===== src/rtl/eprom_rd_pkg.sv =====
`timescale 1ns/1ps
package eprom_rd_pkg;

    typedef enum logic [1:0] {
        RD_IDLE   = 2'd0,
        RD_FLOAT  = 2'd1,
        RD_SETUP  = 2'd2,
        RD_ACCESS = 2'd3
    } rd_phase_e;

    // Control bundle from the sequencer to the bus side.
    typedef struct packed {
        logic idle;    // ready for a new request
        logic ce_on;   // selected device enabled
        logic oe_on;   // shared output enable active
        logic grab;    // sample the data bus at this edge
    } bus_ctl_t;

    // Round a nanosecond figure up to whole clock cycles.
    function automatic int unsigned ns_to_cycles(input int unsigned t_ns,
                                                 input int unsigned period_ns);
        return (t_ns + period_ns - 1) / period_ns;
    endfunction

    function automatic int unsigned sat_sub(input int unsigned a, input int unsigned b);
        return (a > b) ? (a - b) : 0;
    endfunction

    function automatic int unsigned max2(input int unsigned a, input int unsigned b);
        return (a > b) ? a : b;
    endfunction

    // Bits needed to index n items (at least one).
    function automatic int unsigned width_for(input int unsigned n);
        return (n < 2) ? 1 : $clog2(n);
    endfunction

endpackage


===== src/rtl/eprom_cycle_timer.sv =====
`timescale 1ns/1ps
module eprom_cycle_timer #(
    parameter int unsigned CNT_W = 4
) (
    input  logic             clk,
    input  logic             rst,
    input  logic             load,
    input  logic [CNT_W-1:0] load_val,
    output logic             expired
);

    logic [CNT_W-1:0] cnt_q;

    always_ff @(posedge clk) begin
        if (rst)
            cnt_q <= '0;
        else if (load)
            cnt_q <= load_val;
        else if (cnt_q != '0)
            cnt_q <= cnt_q - 1'b1;
    end

    assign expired = (cnt_q == '0);

    // An expired timer stays expired until reloaded, so a wait never wraps.
    AST_TMR_NO_WRAP: assert property (@(posedge clk) disable iff (rst)
        (!$past(load) && $past(cnt_q) == '0) |-> (cnt_q == '0));

endmodule


===== src/rtl/eprom_ce_decoder.sv =====
`timescale 1ns/1ps
module eprom_ce_decoder #(
    parameter int unsigned NUM_DEV = 4,
    parameter int unsigned SEL_W   = 2
) (
    input  logic               enable,
    input  logic [SEL_W-1:0]   sel,
    output logic [NUM_DEV-1:0] ce_n
);

    generate
        for (genvar d = 0; d < NUM_DEV; d++) begin : g_dev
            assign ce_n[d] = !(enable && (sel == SEL_W'(d)));
        end
    endgenerate

endmodule


===== src/rtl/eprom_rd_seq.sv =====
`timescale 1ns/1ps
module eprom_rd_seq
    import eprom_rd_pkg::*;
#(
    parameter int unsigned FLOAT_CYC  = 4,
    parameter int unsigned SETUP_CYC  = 7,
    parameter int unsigned ACCESS_CYC = 5
) (
    input  logic     clk,
    input  logic     rst,
    input  logic     start,
    input  logic     dev_change,
    output bus_ctl_t ctl
);

    localparam int unsigned LONGEST = max2(max2(FLOAT_CYC, SETUP_CYC), ACCESS_CYC);
    localparam int unsigned CNT_W   = width_for(LONGEST);
    localparam logic [CNT_W-1:0] FLOAT_LD  = CNT_W'(sat_sub(FLOAT_CYC, 1));
    localparam logic [CNT_W-1:0] SETUP_LD  = CNT_W'(sat_sub(SETUP_CYC, 1));
    localparam logic [CNT_W-1:0] ACCESS_LD = CNT_W'(sat_sub(ACCESS_CYC, 1));

    rd_phase_e        phase_q, phase_d;
    logic             tmr_load;
    logic [CNT_W-1:0] tmr_val;
    logic             tmr_done;
    logic             grab;
    logic             ce_on;
    logic             oe_on;

    eprom_cycle_timer #(.CNT_W(CNT_W)) u_timer (
        .clk      (clk),
        .rst      (rst),
        .load     (tmr_load),
        .load_val (tmr_val),
        .expired  (tmr_done)
    );

    always_comb begin
        phase_d  = phase_q;
        tmr_load = 1'b0;
        tmr_val  = '0;
        grab     = 1'b0;
        unique case (phase_q)
            RD_IDLE: begin
                if (start) begin
                    tmr_load = 1'b1;
                    if (dev_change && (FLOAT_CYC > 0)) begin
                        phase_d = RD_FLOAT;
                        tmr_val = FLOAT_LD;
                    end else if (SETUP_CYC > 0) begin
                        phase_d = RD_SETUP;
                        tmr_val = SETUP_LD;
                    end else begin
                        phase_d = RD_ACCESS;
                        tmr_val = ACCESS_LD;
                    end
                end
            end
            RD_FLOAT: begin
                if (tmr_done) begin
                    tmr_load = 1'b1;
                    if (SETUP_CYC > 0) begin
                        phase_d = RD_SETUP;
                        tmr_val = SETUP_LD;
                    end else begin
                        phase_d = RD_ACCESS;
                        tmr_val = ACCESS_LD;
                    end
                end
            end
            RD_SETUP: begin
                if (tmr_done) begin
                    tmr_load = 1'b1;
                    phase_d  = RD_ACCESS;
                    tmr_val  = ACCESS_LD;
                end
            end
            RD_ACCESS: begin
                if (tmr_done) begin
                    grab    = 1'b1;
                    phase_d = RD_IDLE;
                end
            end
            default: phase_d = RD_IDLE;
        endcase
    end

    always_ff @(posedge clk) begin
        if (rst)
            phase_q <= RD_IDLE;
        else
            phase_q <= phase_d;
    end

    assign ce_on = (phase_q == RD_SETUP) || (phase_q == RD_ACCESS);
    assign oe_on = (phase_q == RD_ACCESS);

    assign ctl.idle  = (phase_q == RD_IDLE);
    assign ctl.ce_on = ce_on;
    assign ctl.oe_on = oe_on;
    assign ctl.grab  = grab;

    generate
        if (SETUP_CYC > 0) begin : g_late_oe
            // Output enable only follows an enable that was already on.
            AST_OE_LATE: assert property (@(posedge clk) disable iff (rst)
                $rose(oe_on) |-> $past(ce_on));
        end
        if (FLOAT_CYC > 0) begin : g_float
            // A request for another device keeps the enables off first.
            AST_FLOAT_ON_SWITCH: assert property (@(posedge clk) disable iff (rst)
                (start && ctl.idle && dev_change) |=> !ce_on);
        end
    endgenerate

endmodule


===== src/rtl/eprom_read_ctrl.sv =====
`timescale 1ns/1ps
module eprom_read_ctrl
    import eprom_rd_pkg::*;
#(
    parameter int unsigned CLK_PERIOD_NS = 8,
    parameter int unsigned T_ACC_NS      = 90,
    parameter int unsigned T_OE_NS       = 40,
    parameter int unsigned T_FLOAT_NS    = 25,
    parameter int unsigned NUM_DEV       = 4,
    parameter int unsigned DEV_AW        = 15,
    parameter int unsigned DATA_W        = 8
) (
    input  logic                                   clk,
    input  logic                                   rst,
    input  logic                                   req_valid,
    input  logic [DEV_AW+width_for(NUM_DEV)-1:0]   req_addr,
    output logic                                   req_ready,
    output logic                                   rsp_valid,
    output logic [DATA_W-1:0]                      rsp_data,
    output logic [DEV_AW-1:0]                      mem_addr,
    output logic [NUM_DEV-1:0]                     mem_ce_n,
    output logic                                   mem_oe_n,
    input  logic [DATA_W-1:0]                      mem_data_in
);

    localparam int unsigned SEL_W      = width_for(NUM_DEV);
    localparam int unsigned HOST_AW    = DEV_AW + SEL_W;
    localparam int unsigned ACC_CYC    = ns_to_cycles(T_ACC_NS, CLK_PERIOD_NS);
    localparam int unsigned OE_CYC     = max2(ns_to_cycles(T_OE_NS, CLK_PERIOD_NS), 1);
    localparam int unsigned FLOAT_CYC  = ns_to_cycles(T_FLOAT_NS, CLK_PERIOD_NS);
    localparam int unsigned SETUP_CYC  = sat_sub(ACC_CYC, OE_CYC);

    bus_ctl_t           ctl;
    logic               accept;
    logic               dev_change;
    logic [SEL_W-1:0]   req_dev;
    logic [SEL_W-1:0]   dev_q;
    logic               have_dev_q;
    logic [DEV_AW-1:0]  addr_q;
    logic               rsp_valid_q;
    logic [DATA_W-1:0]  rsp_data_q;

    assign req_dev    = req_addr[HOST_AW-1 -: SEL_W];
    assign req_ready  = ctl.idle;
    assign accept     = req_valid && ctl.idle;
    assign dev_change = have_dev_q && (req_dev != dev_q);

    always_ff @(posedge clk) begin
        if (rst) begin
            addr_q     <= '0;
            dev_q      <= '0;
            have_dev_q <= 1'b0;
        end else if (accept) begin
            addr_q     <= req_addr[DEV_AW-1:0];
            dev_q      <= req_dev;
            have_dev_q <= 1'b1;
        end
    end

    eprom_rd_seq #(
        .FLOAT_CYC  (FLOAT_CYC),
        .SETUP_CYC  (SETUP_CYC),
        .ACCESS_CYC (OE_CYC)
    ) u_seq (
        .clk        (clk),
        .rst        (rst),
        .start      (accept),
        .dev_change (dev_change),
        .ctl        (ctl)
    );

    eprom_ce_decoder #(
        .NUM_DEV (NUM_DEV),
        .SEL_W   (SEL_W)
    ) u_dec (
        .enable (ctl.ce_on),
        .sel    (dev_q),
        .ce_n   (mem_ce_n)
    );

    assign mem_addr = addr_q;
    assign mem_oe_n = !ctl.oe_on;

    always_ff @(posedge clk) begin
        if (rst) begin
            rsp_valid_q <= 1'b0;
            rsp_data_q  <= '0;
        end else begin
            rsp_valid_q <= ctl.grab;
            if (ctl.grab)
                rsp_data_q <= mem_data_in;
        end
    end

    assign rsp_valid = rsp_valid_q;
    assign rsp_data  = rsp_data_q;

    AST_ONE_SELECT: assert property (@(posedge clk) disable iff (rst)
        $countones(~mem_ce_n) <= 1);
    AST_ADDR_HELD: assert property (@(posedge clk) disable iff (rst)
        (!(&mem_ce_n) && !(&$past(mem_ce_n))) |-> $stable(mem_addr));
    AST_OE_WITH_CE: assert property (@(posedge clk) disable iff (rst)
        !mem_oe_n |-> !(&mem_ce_n));
    AST_RSP_PULSE: assert property (@(posedge clk) disable iff (rst)
        rsp_valid |=> !rsp_valid);
    AST_BUSY_IGNORED: assert property (@(posedge clk) disable iff (rst)
        (req_valid && !req_ready) |=> $stable(mem_addr));
    AST_RELEASED_AT_RSP: assert property (@(posedge clk) disable iff (rst)
        rsp_valid |-> ((&mem_ce_n) && mem_oe_n));

endmodule


===== config.mk =====
export PLATFORM = sky130hd
export DESIGN_NAME = eprom_read_ctrl
export DESIGN_NICKNAME = d
export VERILOG_FILES = /design/src/rtl/eprom_rd_pkg.sv /design/src/rtl/eprom_cycle_timer.sv /design/src/rtl/eprom_ce_decoder.sv /design/src/rtl/eprom_rd_seq.sv /design/src/rtl/eprom_read_ctrl.sv
export SDC_FILE = /design/constraint.sdc
export NUM_CORES = 1
export LEC_CHECK = 0
export BUFFER_PORTS_ARGS = -buffer_cell sky130_fd_sc_hd__buf_4
export CAP_MARGIN = 20
export CORE_MARGIN = 3
export CORE_UTILIZATION = 49
export DETAILED_ROUTE_END_ITERATION = 8
export HOLD_SLACK_MARGIN = 0.06
export PLACE_DENSITY_LB_ADDON = 0.12
export SYNTH_ARGS = -nofsm -noshare
export SYNTH_HDL_FRONTEND = slang
export SYNTH_HIERARCHICAL = 1
export SYNTH_SLANG_ARGS = --single-unit

===== constraint.sdc =====
create_clock -name clk -period 2.4 [get_ports clk]
set_input_delay 0.48 -clock clk [delete_from_list [all_inputs] [get_ports clk]]
set_output_delay 0.48 -clock clk [all_outputs]
set_load 0.005 [all_outputs]

==> run metrics <==
run status complete, no violations; Slew headroom about 67%; Ports 58; fmax about 0.45 GHz; # diodes 0; post-CTS resize count 0; TritonCTS clock tree yes; Hold Vio Cnt, Final 0; DRT Wirelength about 3600 um; # nets final 262; hold_buf cts 0; GR Overflow Total 0; Avg Cell Area, Syn around 9.6 um2; RSZ-0062 raised after global routing no; drt drc 0; maximum vdd drop 0.647 mV; post-synth top area share between 30 and 40%; slowest CP cell dfxtp_1; busiest grt layer met2; synth top area cells dfxtp_1 (38%), a21bo_1 (6.5%), a21oi_2 (5.7%); syn nets 211; footprint of the multi-input gates 897 um2; synthesized flop and latch total 32; post-route antenna net violation count 0; Gate Count Post-Synth 176; Power Density 895 mW/mm2; final worst-path cycle share 92.2%; die span in y ~65 um; Clock Tree Buf Depth 2; Die X approximately 65 um; Crit path arrival time 1730 ps; Hold EP rsp_data[5]; setup_tns 0 ps; reg-to-reg startpoint u_seq/phase_q[0]; Ys Warns 6; leak pwr about 0.9 nW; post-synth top area cell dfxtp_1; routability cong. just under 0.7; CP Capture Type output pin; core area 0.00318 mm2; Vias per Instance slightly above 5; Row Count 20; Most used DFF post-synth dfxtp_1; final non-filler cell total 271; Max stage delay on crit path 390 ps; unique cell type count in the Yosys netlist 32; FFs w/ async S/R, synth 0%; vias in the first global route about 1400; reg-to-reg endpoint u_seq/u_timer/cnt_q[0]; first-pass GRT wire length approximately 6100 um; total CTS buffers 5; Via Count 1396; Clock Pin Slew Worst Setup and Hold Paths 90 ps; met1 usage around 22%; synthesized area 0.00169 mm2; worst-case reg-to-reg path depth 7; number of flops mapped to enable cells by yosys 0; clock root buffer clkbuf_4; CP Data Required Time approximately 1900 ps; Clock Latency Late Sink 330 ps; GRT Util Overall 18.6%; IO Port Bufs 57; post-CTS setup buffers 0; layout cells sized above 1 around two fifths; Die Area 0.00418 mm2; final-report max-slew violation count 0; register area share after synthesis 38.0%; fin crit period 2210 ps; routed wire length per instance between 10 and 15 um; final setup violation count 0; H-tree depth 2; largest net degree at the start of global routing 40; worst hold stages 3; Max Cap Viol 0; crit start category flop; First-pass DRT Iterations 4; count leader, synth dfxtp_1; met3 Resource Use GR 4.85%; GRT met2 Usage 32.3%; crit-path cells ha_1 -> or2_2 -> or3b_1 -> buf_4; DR iter-0 viols just under 100; Sinks on Clock Net 32; placed cell count between 200 and 300; Starting Density between 50% and 60%; Hold WC Path Type in2reg; Synth top cells by count dfxtp_1 (32), nand3_1 (18), a21bo_1 (11), a21oi_2 (11), nor2_1 (11); Slew @ Worst Pin 499 ps; # fillers ~280; initial antenna violation count 0; critical path class reg2out; Syn-to-layout area delta 25.4%; register area ~640 um2; post-DP HPWL 2670 um; CP max FO 8; worst clock skew a little over 10 ps; setup slack, reg-to-reg ~430 ps; hold path startpoint mem_data_in[5]
==> how the worst max path moves through the flow <==
stage                           from                     end  slack [ps]  depth (start not counted)
CTS                 u_seq/phase_q[1]             mem_ce_n[0]         160                          4
finish              u_seq/phase_q[1]             mem_ce_n[0]         190                          4
global placement    u_seq/phase_q[1]             mem_ce_n[0]         570                          4
detailed placement  u_seq/phase_q[0]  u_seq/u_timer/cnt_q[0]         410                          7
global route        u_seq/phase_q[1]             mem_ce_n[0]          80                          4
floorplan           u_seq/phase_q[0]  u_seq/u_timer/cnt_q[0]         280                          9
==> critical path, delay by kind of cell (launching register included) <==
family / cells / cell delay, ps
buf+inv: 1 / 140
simple gates: 2 / 550
flops: 1 / 390
fa+ha+maj: 1 / 330
==> through the flow <==
step / total power, W / setup slack [ps] / utilization (%) / instance area [um2] / hold slack [ps]
3_5_place_dp: 0.00163 / 410 / 65.1 / 2070 / 457
2_1_floorplan: 0.00143 / 281 / - / 1690 / 430
6_report: 0.00189 / 187 / 66.6 / 2120 / 389
4_1_cts: 0.00191 / 161 / 66.6 / 2120 / 382
3_3_place_gp: 0.00158 / 567 / 65.1 / 2070 / 448
5_1_grt: 0.00207 / 83.2 / 66.6 / 2120 / 385
==> cell type report <==
class                           count  area share, %
Tap cell                           44           2.60
Clock buffer                        6           1.95
Inverter                            9           1.60
Timing Repair Buffer               59           20.9
Sequential cell                    32           30.3
Multi-Input combinational cell    120           42.4
Clock inverter                      1          0.237
==> layout by cell type (no fill, tap or decap), types with 6 or more instances in the layout <==
master and instances:
a21oi_2 11, nor2_1 11, nand3_1 18, buf_4 59, a21bo_1 11, a21oi_1 10, mux2i_1 9, ha_1 7
nor2b_1 8, inv_1 9, a21bo_2 6, dfxtp_1 32
==> power by group <==
part           switching, W  internal [W]  total (W)
registers         0.0000558      0.000617   0.000673
clock network      0.000172      0.000108   0.000280
logic              0.000501      0.000439   0.000940
total              0.000729       0.00116    0.00189
==> kinds of logic after synthesis <==
logic type                 Yosys count  share of synthesized area [%]
muxes                               10                           6.23
adders and majority gates            7                           5.19
DFF                                 32                           38.0
AOI/OAI and AO/OA                   45                           22.6
buffers and inverters               24                           8.90
and+or+nand+nor                     56                           18.1
xor gates and xnor gates             2                           1.04
==> state kept, by name, summed over array words and instances, names as in the netlist <==
register	flops
u_seq/u_timer/cnt_q	3
have_dev_q	1
rsp_valid	1
mem_addr	15
rsp_data	8
u_seq/phase_q	2
dev_q	2
==> layer usage <==
metal	share of wire [%]	up-vias
met5	0	-
met2	53	32
met4	1.2	0
li1	-	705
met3	5.2	5
met1	41	654
No activity file was read; power rests on OpenSTA's default activity.
